File: src/rtl/ftl_pkg.sv
package ftl_pkg;

    typedef enum logic [1:0] {
        PG_FREE    = 2'd0,
        PG_VALID   = 2'd1,
        PG_INVALID = 2'd2
    } pg_e;

    typedef enum logic [1:0] {
        FOP_READ  = 2'd0,
        FOP_PROG  = 2'd1,
        FOP_COPY  = 2'd2,
        FOP_ERASE = 2'd3
    } fop_e;

    typedef enum logic [2:0] {
        ST_IDLE,
        ST_RD,
        ST_PROG,
        ST_RESP,
        ST_GC_PICK,
        ST_GC_SCAN,
        ST_GC_COPY,
        ST_GC_ERASE
    } fsm_e;

endpackage

File: src/rtl/ftl_victim_sel.sv
// Picks the collection victim: most invalid pages, then fewest erases,
// then lowest index; the open block is never eligible.
module ftl_victim_sel #(
    parameter int NBLK = 8,
    parameter int CW   = 4,
    parameter int ECW  = 16,
    localparam int BW  = $clog2(NBLK)
) (
    input  logic [NBLK*CW-1:0]  inv_cnt,
    input  logic [NBLK*ECW-1:0] ers_cnt,
    input  logic [BW-1:0]       open_blk,
    output logic                found,
    output logic [BW-1:0]       victim
);
    logic [CW-1:0]  best_inv;
    logic [ECW-1:0] best_ec;

    always_comb begin
        found    = 1'b0;
        victim   = '0;
        best_inv = '0;
        best_ec  = '0;
        for (int b = 0; b < NBLK; b++) begin
            if (BW'(b) != open_blk && inv_cnt[b*CW +: CW] != '0) begin
                if (!found
                    || inv_cnt[b*CW +: CW] > best_inv
                    || (inv_cnt[b*CW +: CW] == best_inv
                        && ers_cnt[b*ECW +: ECW] < best_ec)) begin
                    found    = 1'b1;
                    victim   = BW'(b);
                    best_inv = inv_cnt[b*CW +: CW];
                    best_ec  = ers_cnt[b*ECW +: ECW];
                end
            end
        end
    end
endmodule

File: src/rtl/ftl_alloc_sel.sv
// Chooses the next open block among fully erased blocks by lowest wear.
module ftl_alloc_sel #(
    parameter int NBLK  = 8,
    parameter int NPAGE = 8,
    parameter int CW    = 4,
    parameter int ECW   = 16,
    localparam int BW   = $clog2(NBLK)
) (
    input  logic [NBLK*CW-1:0]  free_cnt,
    input  logic [NBLK*ECW-1:0] ers_cnt,
    output logic [BW-1:0]       next_blk
);
    logic           seen;
    logic [ECW-1:0] best_ec;

    always_comb begin
        seen     = 1'b0;
        next_blk = '0;
        best_ec  = '0;
        for (int b = 0; b < NBLK; b++) begin
            if (free_cnt[b*CW +: CW] == CW'(NPAGE)) begin
                if (!seen || ers_cnt[b*ECW +: ECW] < best_ec) begin
                    seen     = 1'b1;
                    next_blk = BW'(b);
                    best_ec  = ers_cnt[b*ECW +: ECW];
                end
            end
        end
    end
endmodule

File: src/rtl/ftl_ctrl.sv
// Page-mapped translation controller. NBLK and NPAGE must be powers of two.
module ftl_ctrl
    import ftl_pkg::*;
#(
    parameter int NBLK   = 8,
    parameter int NPAGE  = 8,
    parameter int NLBA   = 32,
    parameter int ECW    = 16,
    parameter int GC_LOW = 2 * NPAGE
) (
    input  logic                      clk,
    input  logic                      rst_n,
    input  logic                      h_valid,
    output logic                      h_ready,
    input  logic                      h_write,
    input  logic [$clog2(NLBA)-1:0]   h_lba,
    output logic                      rsp_valid,
    output logic                      rsp_unmapped,
    output logic [$clog2(NBLK)-1:0]   rsp_blk,
    output logic [$clog2(NPAGE)-1:0]  rsp_pg,
    output logic                      f_valid,
    output logic [1:0]                f_op,
    output logic [$clog2(NBLK)-1:0]   f_blk,
    output logic [$clog2(NPAGE)-1:0]  f_pg,
    output logic [$clog2(NBLK)-1:0]   f_dst_blk,
    output logic [$clog2(NPAGE)-1:0]  f_dst_pg,
    input  logic                      f_done
);
    localparam int BW  = $clog2(NBLK);
    localparam int PW  = $clog2(NPAGE);
    localparam int LW  = $clog2(NLBA);
    localparam int IW  = BW + PW;
    localparam int NPG = NBLK * NPAGE;
    localparam int CW  = $clog2(NPAGE + 1);
    localparam int TW  = $clog2(NPG + 1);

    fsm_e state_q, state_d;

    pg_e             pst       [NPG];
    logic [LW-1:0]   owner     [NPG];
    logic [IW-1:0]   map_loc   [NLBA];
    logic [NLBA-1:0] map_vld;
    logic [ECW-1:0]  erase_cnt [NBLK];

    logic [BW-1:0] open_blk, open_nx, alloc_blk, victim_c, victim_q;
    logic [PW-1:0] wptr, wptr_nx, scan;
    logic          victim_ok, gc_need, accept, scan_last;
    logic [LW-1:0] cmd_lba, mv_lba;
    logic          resp_unm;
    logic [IW-1:0] resp_loc, wr_loc, src_loc;

    logic [NBLK*CW-1:0]  inv_flat, free_flat;
    logic [NBLK*ECW-1:0] ec_flat;
    logic [TW-1:0]       free_total;

    // per-block page-state census
    for (genvar gb = 0; gb < NBLK; gb++) begin : g_blk
        logic [CW-1:0] n_inv, n_free;
        always_comb begin
            n_inv  = '0;
            n_free = '0;
            for (int p = 0; p < NPAGE; p++) begin
                if (pst[IW'(gb * NPAGE + p)] == PG_INVALID) n_inv  = n_inv + CW'(1);
                if (pst[IW'(gb * NPAGE + p)] == PG_FREE)    n_free = n_free + CW'(1);
            end
        end
        assign inv_flat[gb*CW +: CW]    = n_inv;
        assign free_flat[gb*CW +: CW]   = n_free;
        assign ec_flat[gb*ECW +: ECW]   = erase_cnt[gb];
    end

    always_comb begin
        free_total = '0;
        for (int b = 0; b < NBLK; b++) free_total = free_total + TW'(free_flat[b*CW +: CW]);
    end

    ftl_victim_sel #(.NBLK(NBLK), .CW(CW), .ECW(ECW)) u_victim (
        .inv_cnt (inv_flat),
        .ers_cnt (ec_flat),
        .open_blk(open_blk),
        .found   (victim_ok),
        .victim  (victim_c)
    );

    ftl_alloc_sel #(.NBLK(NBLK), .NPAGE(NPAGE), .CW(CW), .ECW(ECW)) u_alloc (
        .free_cnt(free_flat),
        .ers_cnt (ec_flat),
        .next_blk(alloc_blk)
    );

    assign gc_need   = (free_total < TW'(GC_LOW)) && victim_ok;
    assign wr_loc    = {open_blk, wptr};
    assign src_loc   = {victim_q, scan};
    assign scan_last = (scan == PW'(NPAGE - 1));
    assign mv_lba    = owner[src_loc];
    assign accept    = h_valid && h_ready;

    // write-pointer advance, opening a new block after the last page
    always_comb begin
        if (wptr == PW'(NPAGE - 1)) begin
            open_nx = alloc_blk;
            wptr_nx = '0;
        end else begin
            open_nx = open_blk;
            wptr_nx = wptr + PW'(1);
        end
    end

    // state register
    always_ff @(posedge clk or negedge rst_n) begin
        if (!rst_n) state_q <= ST_IDLE;
        else        state_q <= state_d;
    end

    // next state
    always_comb begin
        state_d = state_q;
        unique case (state_q)
            ST_IDLE: begin
                if (gc_need)                state_d = ST_GC_PICK;
                else if (h_valid && h_write) state_d = ST_PROG;
                else if (h_valid)           state_d = map_vld[h_lba] ? ST_RD : ST_RESP;
            end
            ST_RD:       if (f_done) state_d = ST_RESP;
            ST_PROG:     if (f_done) state_d = ST_RESP;
            ST_RESP:     state_d = ST_IDLE;
            ST_GC_PICK:  state_d = ST_GC_SCAN;
            ST_GC_SCAN: begin
                if (pst[src_loc] == PG_VALID) state_d = ST_GC_COPY;
                else if (scan_last)           state_d = ST_GC_ERASE;
            end
            ST_GC_COPY:  if (f_done) state_d = scan_last ? ST_GC_ERASE : ST_GC_SCAN;
            ST_GC_ERASE: if (f_done) state_d = ST_IDLE;
            default:     state_d = ST_IDLE;
        endcase
    end

    // outputs
    always_comb begin
        h_ready      = 1'b0;
        rsp_valid    = 1'b0;
        rsp_unmapped = resp_unm;
        rsp_blk      = resp_loc[IW-1:PW];
        rsp_pg       = resp_loc[PW-1:0];
        f_valid      = 1'b0;
        f_op         = FOP_READ;
        f_blk        = '0;
        f_pg         = '0;
        f_dst_blk    = '0;
        f_dst_pg     = '0;
        unique case (state_q)
            ST_IDLE: h_ready = !gc_need;
            ST_RD: begin
                f_valid = 1'b1;
                f_op    = FOP_READ;
                f_blk   = map_loc[cmd_lba][IW-1:PW];
                f_pg    = map_loc[cmd_lba][PW-1:0];
            end
            ST_PROG: begin
                f_valid = 1'b1;
                f_op    = FOP_PROG;
                f_blk   = open_blk;
                f_pg    = wptr;
            end
            ST_RESP: rsp_valid = 1'b1;
            ST_GC_PICK, ST_GC_SCAN: ;
            ST_GC_COPY: begin
                f_valid   = 1'b1;
                f_op      = FOP_COPY;
                f_blk     = victim_q;
                f_pg      = scan;
                f_dst_blk = open_blk;
                f_dst_pg  = wptr;
            end
            ST_GC_ERASE: begin
                f_valid = 1'b1;
                f_op    = FOP_ERASE;
                f_blk   = victim_q;
            end
            default: ;
        endcase
    end

    // tables and datapath registers
    always_ff @(posedge clk or negedge rst_n) begin
        if (!rst_n) begin
            for (int i = 0; i < NPG; i++) begin
                pst[i]   <= PG_FREE;
                owner[i] <= '0;
            end
            for (int l = 0; l < NLBA; l++) map_loc[l] <= '0;
            for (int b = 0; b < NBLK; b++) erase_cnt[b] <= '0;
            map_vld  <= '0;
            open_blk <= '0;
            wptr     <= '0;
            victim_q <= '0;
            scan     <= '0;
            cmd_lba  <= '0;
            resp_unm <= 1'b0;
            resp_loc <= '0;
        end else begin
            unique case (state_q)
                ST_IDLE: begin
                    if (accept) begin
                        cmd_lba  <= h_lba;
                        resp_unm <= !h_write && !map_vld[h_lba];
                        resp_loc <= (!h_write && map_vld[h_lba]) ? map_loc[h_lba] : '0;
                    end
                end
                ST_PROG: begin
                    if (f_done) begin
                        if (map_vld[cmd_lba]) pst[map_loc[cmd_lba]] <= PG_INVALID;
                        pst[wr_loc]       <= PG_VALID;
                        owner[wr_loc]     <= cmd_lba;
                        map_loc[cmd_lba]  <= wr_loc;
                        map_vld[cmd_lba]  <= 1'b1;
                        resp_loc          <= wr_loc;
                        open_blk          <= open_nx;
                        wptr              <= wptr_nx;
                    end
                end
                ST_GC_PICK: begin
                    victim_q <= victim_c;
                    scan     <= '0;
                end
                ST_GC_SCAN: begin
                    if (pst[src_loc] != PG_VALID && !scan_last) scan <= scan + PW'(1);
                end
                ST_GC_COPY: begin
                    if (f_done) begin
                        pst[src_loc]    <= PG_INVALID;
                        pst[wr_loc]     <= PG_VALID;
                        owner[wr_loc]   <= mv_lba;
                        map_loc[mv_lba] <= wr_loc;
                        open_blk        <= open_nx;
                        wptr            <= wptr_nx;
                        if (!scan_last) scan <= scan + PW'(1);
                    end
                end
                ST_GC_ERASE: begin
                    if (f_done) begin
                        for (int p = 0; p < NPAGE; p++) pst[{victim_q, PW'(p)}] <= PG_FREE;
                        if (erase_cnt[victim_q] != '1)
                            erase_cnt[victim_q] <= erase_cnt[victim_q] + ECW'(1);
                    end
                end
                default: ;
            endcase
        end
    end
endmodule

File: config.mk
export PLATFORM = sky130hd
export DESIGN_NAME = ftl_ctrl
export DESIGN_NICKNAME = d
export VERILOG_FILES = /design/src/rtl/ftl_pkg.sv /design/src/rtl/ftl_victim_sel.sv /design/src/rtl/ftl_alloc_sel.sv /design/src/rtl/ftl_ctrl.sv
export SDC_FILE = /design/constraint.sdc
export NUM_CORES = 2
export LEC_CHECK = 0
export BUFFER_PORTS_ARGS = -buffer_cell sky130_fd_sc_hd__buf_4
export CAP_MARGIN = 10
export CORE_ASPECT_RATIO = 2
export CORE_MARGIN = 2
export CORE_UTILIZATION = 40
export CTS_CLUSTER_DIAMETER = 30
export DETAILED_ROUTE_END_ITERATION = 6
export PLACE_DENSITY = 0.53
export SLEW_MARGIN = 20
export SYNTH_ARGS = -nofsm -noshare
export SYNTH_HDL_FRONTEND = slang
export SYNTH_SLANG_ARGS = --single-unit
File: constraint.sdc
create_clock -name clk -period 11 [get_ports clk]
set_input_delay 0.55 -clock clk [delete_from_list [all_inputs] [get_ports clk]]
set_output_delay 0.55 -clock clk [all_outputs]
set_load 0.005 [all_outputs]
== Word level (Yosys, flattened, before mapping) ==
Cells that the tools add are included.

* $add $sub $neg: 59
* Magnitude comparators: 41
* Equality and inequality tests: 63
* Multiplexer cells: 197
* Bitwise operators: 43
* Reductions and logical operators: 101

{| class="wikitable"
|+ Operators by type and width
! operator !! number
|-
| 128-bit bitwise AND || 8
|-
| 128-bit inverter || 8
|-
| 128-bit two-way mux || 6
|-
| 320-bit bitwise mux || 2
|-
| 320-bit two-way mux || 2
|-
| 320-bit one-hot mux with 2 select lines || 1
|-
| 192-bit bitwise mux || 2
|-
| 192-bit two-way mux || 2
|-
| 128-bit one-hot mux with 3 select lines || 1
|-
| 192-bit one-hot mux with 2 select lines || 1
|-
| 64-bit bitwise AND || 4
|-
| 64-bit bitwise OR || 4
|-
| 4-bit two-way mux || 61
|-
| 4-bit by 1-bit adder with 4-bit output (second input constant) || 56
|-
| 16-bit two-way mux || 13
|-
| 64-bit inverter || 3
|-
| 2-bit demux with 6-bit select || 11
|-
| 128-bit bitwise mux || 1
|-
| 16-bit less-than comparator || 6
|-
| 7-bit >= comparator (second input constant) || 11
|-
| 7-bit by 1-bit less-than comparator with 1-bit output (second input constant) || 11
|-
| 6-bit inverter with 7-bit output || 11
|-
| 3-bit two-way mux || 23
|-
| 2-bit equality test (second input constant) || 32
|-
| 55 further kinds || 224
|}

* Register bits: 827
* Bits of input ports: 10
* Output and inout port bits: 24
* Word-level logic and storage cells: 681

== Depth between registers and ports, before layout ==
* Depth after elaboration: 34
* Depth in mapped cells: 61
* Gate-level depth less buffers: 57

== Modules after synthesis ==
From an unflattened synthesis, not the netlist that was laid out.

* Cell total of the unflattened synthesis: 7,040
* Area, all modules: 62,347.3 um2

{| class="wikitable"
|+ By module, submodules not included
! module !! instances !! cells an instance !! area an instance (um2) !! seq. area each (um2)
|-
| ftl_ctrl || 1 || 5,697 || 52,172.5 || 20,694.8
|-
| ftl_victim_sel || 1 || 755 || 5,756.8 || 0.0
|-
| ftl_alloc_sel || 1 || 588 || 4,418.0 || 0.0
|}

== Worst setup path before layout ==
OpenSTA, ideal clock, no wires.

* Path kind: flip-flop to flip-flop
* From: register pst[126] in the netlist's numbering
* To: register open_blk[0]
* Library setup time: 0.076 ns
* Data arrival time: 10.815 ns
* Required time: 10.924 ns
* Setup slack: 0.109 ns
* Cell stages (with the launch flop): 56
* Path buffers: 4
* Period minus slack after synthesis: 10.891 ns
* Path through: dfrtp_1 or2_2 ha_1 xor2_1 ha_1 nand2_1 nand2_1 ha_1 nor2_1 a31oi_1 ha_1 nand2_1 nand2_1 ha_1 nor2_1 a31oi_1 ha_1 xor3_1 (+20 left out) o221ai_1 o311a_2 nor2_4 buf_6 mux2_4 ha_1 a21o_1 a21o_1 a21o_1 a21o_1 a21o_1 a21o_1 a21oi_1 a41oi_1 or2_2 a221oi_1 o211ai_1 o21ai_1

* Word-level cells in the longest chain between the ends: 30
* Elaborated cells on any way between the ends: 42
* Classes of those cells: add/sub: 7; order compare: 3; eq/ne: 1; mux: 24; reduce/logical: 7

{| class="wikitable"
|+ Ends and longest elaborated chain
! element !! line !! source
|-
| start, declared || ftl_ctrl.sv:39 || <nowiki>pg_e pst [NPG];</nowiki>
|-
| start signal, assigned by index || ftl_ctrl.sv:188 || <nowiki>pst[i] <= PG_FREE;</nowiki>
|-
| start signal, assigned by index || ftl_ctrl.sv:212 || <nowiki>if (map_vld[cmd_lba]) pst[map_loc[cmd_lba]] <= PG_INVALID;</nowiki>
|-
| start signal, assigned by index || ftl_ctrl.sv:213 || <nowiki>pst[wr_loc] <= PG_VALID;</nowiki>
|-
| 2-bit logical NOT (*) || ftl_ctrl.sv:64 || <nowiki>if (pst[IW'(gb * NPAGE + p)] == PG_FREE) n_free = n_free + CW'(1);</nowiki>
|-
| 1-bit two-way mux (*) || ftl_ctrl.sv:64 ||
|-
| 4-bit by 1-bit adder with 4-bit output || ftl_ctrl.sv:64 ||
|-
| 4-bit two-way mux (*) || ftl_ctrl.sv:64 ||
|-
| 4-bit by 1-bit adder with 4-bit output || ftl_ctrl.sv:64 ||
|-
| 4-bit two-way mux (*) || ftl_ctrl.sv:64 ||
|-
| 4-bit by 1-bit adder with 4-bit output || ftl_ctrl.sv:64 ||
|-
| 4-bit two-way mux (*) || ftl_ctrl.sv:64 ||
|-
| (+14 left out) || - ||
|-
| 16-bit less-than comparator / 1-bit logical NOT (equally long branches) || ftl_alloc_sel.sv:22 || <nowiki>if (!seen || ers_cnt[b*ECW +: ECW] < best_ec) begin</nowiki>
|-
| 1-bit logical OR || ftl_alloc_sel.sv:22 ||
|-
| 16-bit two-way mux / 1-bit two-way mux (equally long branches) || ftl_alloc_sel.sv:22 ||
|-
| 16-bit two-way mux / 1-bit two-way mux (equally long branches) || ftl_alloc_sel.sv:21 || <nowiki>if (free_cnt[b*CW +: CW] == CW'(NPAGE)) begin</nowiki>
|-
| 16-bit less-than comparator / 1-bit logical NOT (equally long branches) || ftl_alloc_sel.sv:22 ||
|-
| 1-bit logical OR || ftl_alloc_sel.sv:22 ||
|-
| 3-bit two-way mux || ftl_alloc_sel.sv:22 ||
|-
| 3-bit two-way mux (*) || ftl_alloc_sel.sv:21 ||
|-
| end signal, assigned || ftl_ctrl.sv:218 || <nowiki>open_blk <= open_nx;</nowiki>
|-
| end signal, assigned || ftl_ctrl.sv:235 || <nowiki>open_blk <= open_nx;</nowiki>
|-
| end, declared || ftl_ctrl.sv:45 || <nowiki>logic [BW-1:0] open_blk, open_nx, alloc_blk, victim_c, victim_q;</nowiki>
|}

Mark *: on every way between the ends. The rest lies on a longest branch, timed or not.
A chain may end at the register's enable or synchronous reset.

== Final worst setup path ==
* From: register pst[127] in the netlist's numbering
* To: register open_blk[0]

Same word-level chain as after synthesis.

==> results.py <==
metrics = {
    "detailed_routing": {
        "first_iter_violations": 1893,
        "wl_mm": 128.7,
        "drt-pass1-iter-count": 7,
        "postRouteAntennaNets": 0,
        "num_vias": 28770,
        "drcViolationCount": 1,
        "drt-vias-per-instance": 6.176,
        "post_drt_wl_per_cell_um": 27.63,
    },
    "die": {
        "fp-row-count": 151,
        "core-area_sq_um": 84830,
        "die_area_sq_um": 88080,
        "io-pin-count": 34,
        "die_w_um": 210.9,
        "die_h_um": 417.7,
        "start_util": 0.4035,
    },
    "yosys": {
        "avgSynthCellArea_sq_um": 10.03,
        "yosys-top-cells-count": "505 x dfrtp_1, 413 x nand2_1, 259 x nor2_1",
        "synth_edf_count": 0,
        "ys_ff_latch": 505,
        "syn_area_sq_um": 34230,
        "synth_warnings": 0,
        "ys_types": 95,
        "synthCells": 3413,
        "synth.area.top_cells": "dfrtp_1 37%, mux4_2 12%, mux2_2 8.3%",
        "yosysMostFrequentCell": "dfrtp_1",
        "ys_seq_area_frac": 0.3692,
        "synth_top_area_frac": 0.3692,
        "ys.flop_type": "dfrtp_1",
        "synth_top_area_cell": "dfrtp_1",
        "synthArstFlopShare": 1.000,
    },
    "power_and_ir_drop": {
        "pwr_density_cell_nw_per_um2": 353.1,
        "leakage_nw": 17.59,
        "power_mw": 14.33,
        "peakVddDrop_mv": 0.3724,
    },
    "critical_path": {
        "crit_start": "pst[127]",
        "arrival_ns": 11.26,
        "cp_max_fo": 5,
        "r2r_cells": 60,
        "end_kind": "register",
        "cp_common_cell": "a21o_1",
        "cp_slowest_stage_delay_ns": 0.43,
        "crit_type": "register to register",
        "r2r_start": "pst[127]",
        "cp.required_ns": 11.59,
        "critPathSlowestCell": "or4_4",
        "worstSetupStartpointType": "register",
    },
    "placed_design": {
        "place.gp.congestion": 0.9435,
        "dp_hpwl_mm": 94.81,
        "placed_area_sq_um": 36270,
        "dpl_worst_slack_ns": -0.7620,
        "port_buffers": 31,
    },
    "cts": {
        "cts_buffers": 87,
        "cts_tree": "done",
        "cts_max_level": 3,
        "clk_pin_slew_worst_paths_ns": 0.06,
        "clkLatencyLatePin_ns": 0.69,
        "clk_path_buf_depth": 3,
        "cts_sinks": 505,
        "cts_root_buf": "clkbuf_16",
    },
    "final_layout": {
        "area_growth_pct": 18.51,
        "antenna_cells": 0,
        "fillers": 7780,
        "post-route-util": 0.4782,
        "drive_gt1_frac": 0.2827,
        "nets": 3695,
        "stdcell_area_sq_um": 40570,
    },
    "sta": {
        "setup_violations": 0,
        "fin_skew_ns": 0.03405,
        "hold_viol": 0,
        "finalCriticalPeriod_ns": 10.66,
        "fmax_mhz": 93.78,
        "rsz0062_at_grt": "yes",
        "slew_violations": 0,
        "tightest_slew_ns": 1.296,
        "max_slew_margin": 0.1271,
        "fin_crit_sh": 0.9694,
        "finalWorstSetupSlack_ns": 0.3366,
        "setup_tns_ns": 0,
    },
    "global_route": {
        "grt_pass1_vias": 30250,
        "grt_usage": 0.2935,
        "grt_pass1_wl_mm": 189.9,
        "overflow": 0,
        "grt_max_degree": 183,
        "antenna_found_initial": 1,
    },
    "run_status": {
        "violations": "design-rule violations",
        "status": "finished with violations",
    },
    "min_path": {
        "hold_path.class": "primary input to register",
        "whs_path_depth": 2,
        "min_from": "f_done",
    },
    "run": {
        "drv_cap": 0,
    },
}
==> critical path: cells and delay by family, from the launching register on <==
family	cells	cell delay [ns]
AO/OA/AOI/OAI	24	3.73
adder cells (fa/ha/maj)	9	2.44
multiplexers	1	0.33
buffers and inverters	7	0.95
XOR/XNOR	2	0.40
AND/OR/NAND/NOR	17	2.34
flip-flops	1	0.39
==> what timing repair did <==
item,in CTS,in global routing
gates cloned,2,3
hold endpoints to repair,63,0
hold buffers,1,0
setup endpoints to repair,4,4
pin swaps,22,64
buffers inserted,13,23
gates resized for setup,62,103
==> report_power, final <==
group          total, mW  switching [mW]  internal, mW  leakage (nW)
sequential          2.74           0.474          2.27          6.84
combinational       8.76            4.87          3.89          9.29
clock               2.82            1.04          1.79          1.46
==> path summary, 6_finish.rpt <==
kind,slack (ns),endpoint
setup / recovery,0.34,open_blk[0]
hold / removal,0.19,state_q[2]
setup reg to reg,0.34,open_blk[0]
hold reg to reg,0.48,owner[285]
max in group asynchronous,8.54,map_loc[48]
min in group asynchronous,0.42,ec_flat[52]
==> sequential cells by signal, indices dropped and copies added, names as in the netlist, 3 cells and up <==
signal and flops:
resp_loc 6, owner 160, scan 3, wptr 3
ec_flat 64, pst 64, state_q 3, map_vld 32
cmd_lba 5, map_loc 160
==> cells in the final DEF (no fill, tap or decap), drive strengths merged, types with 13 or more instances in the layout <==
cell type  instances
a21oi            248
dfrtp            505
mux2i             13
clkbuf           110
clkinv            20
nand2            413
mux2             261
nor2             260
buf              232
inv               91
o21bai            33
o21a              27
nor3              27
o21ai            240
a21o              32
nand2b            40
xnor2             67
nor2b             36
and2              15
xor2              41
or2               32
o31ai             45
mux4             180
a31oi             15
or3               27
ha               169
nand3             95
nand4             33
a22oi             56
nand3b            13
==> stage by stage <==
step / std cells / hold WS (ns)
6_report: 4658 / 0.1888
5_1_grt: 4658 / 0.1714
4_1_cts: 4632 / 0.1479
3_5_place_dp: 4456 / 0.4679
3_3_place_gp: 4456 / 0.4565
2_1_floorplan: 3414 / 0.2544
==> metal layers <==
layer,vias up,routed length (um),GRT usage
met5,-,0,0
met4,0,14680,0.2819
li1,12710,-,-
met2,1133,69120,0.5467
met1,14370,39040,0.2609
met3,555,5869,0.04992
==> cell families (layout without fill, tap and decap cells) <==
kind of cell	count (synthesis)	after routing	share of synthesized area
multiplexers	454	454	0.2092
AO/OA/AOI/OAI	795	796	0.1412
AND/OR/NAND/NOR	1062	1062	0.1452
buffers and inverters	303	475	0.03454
XOR/XNOR	124	124	0.03882
flip-flops	505	505	0.3692
adder cells (fa/ha/maj)	169	169	0.06177
other	1	2	0.0001095
==> final cells by class <==
cell class	count	area (sq um)	area share
inverter	79	296.5	0.007310
timing repair buffer	236	1992	0.04910
sequential	505	12650	0.3118
multi-input combinational	2607	21250	0.5238
clock buffer	107	2374	0.05851
tap	1071	1340	0.03303
clock inverter	53	665.6	0.01641
Power figures use the tool's default switching activity.
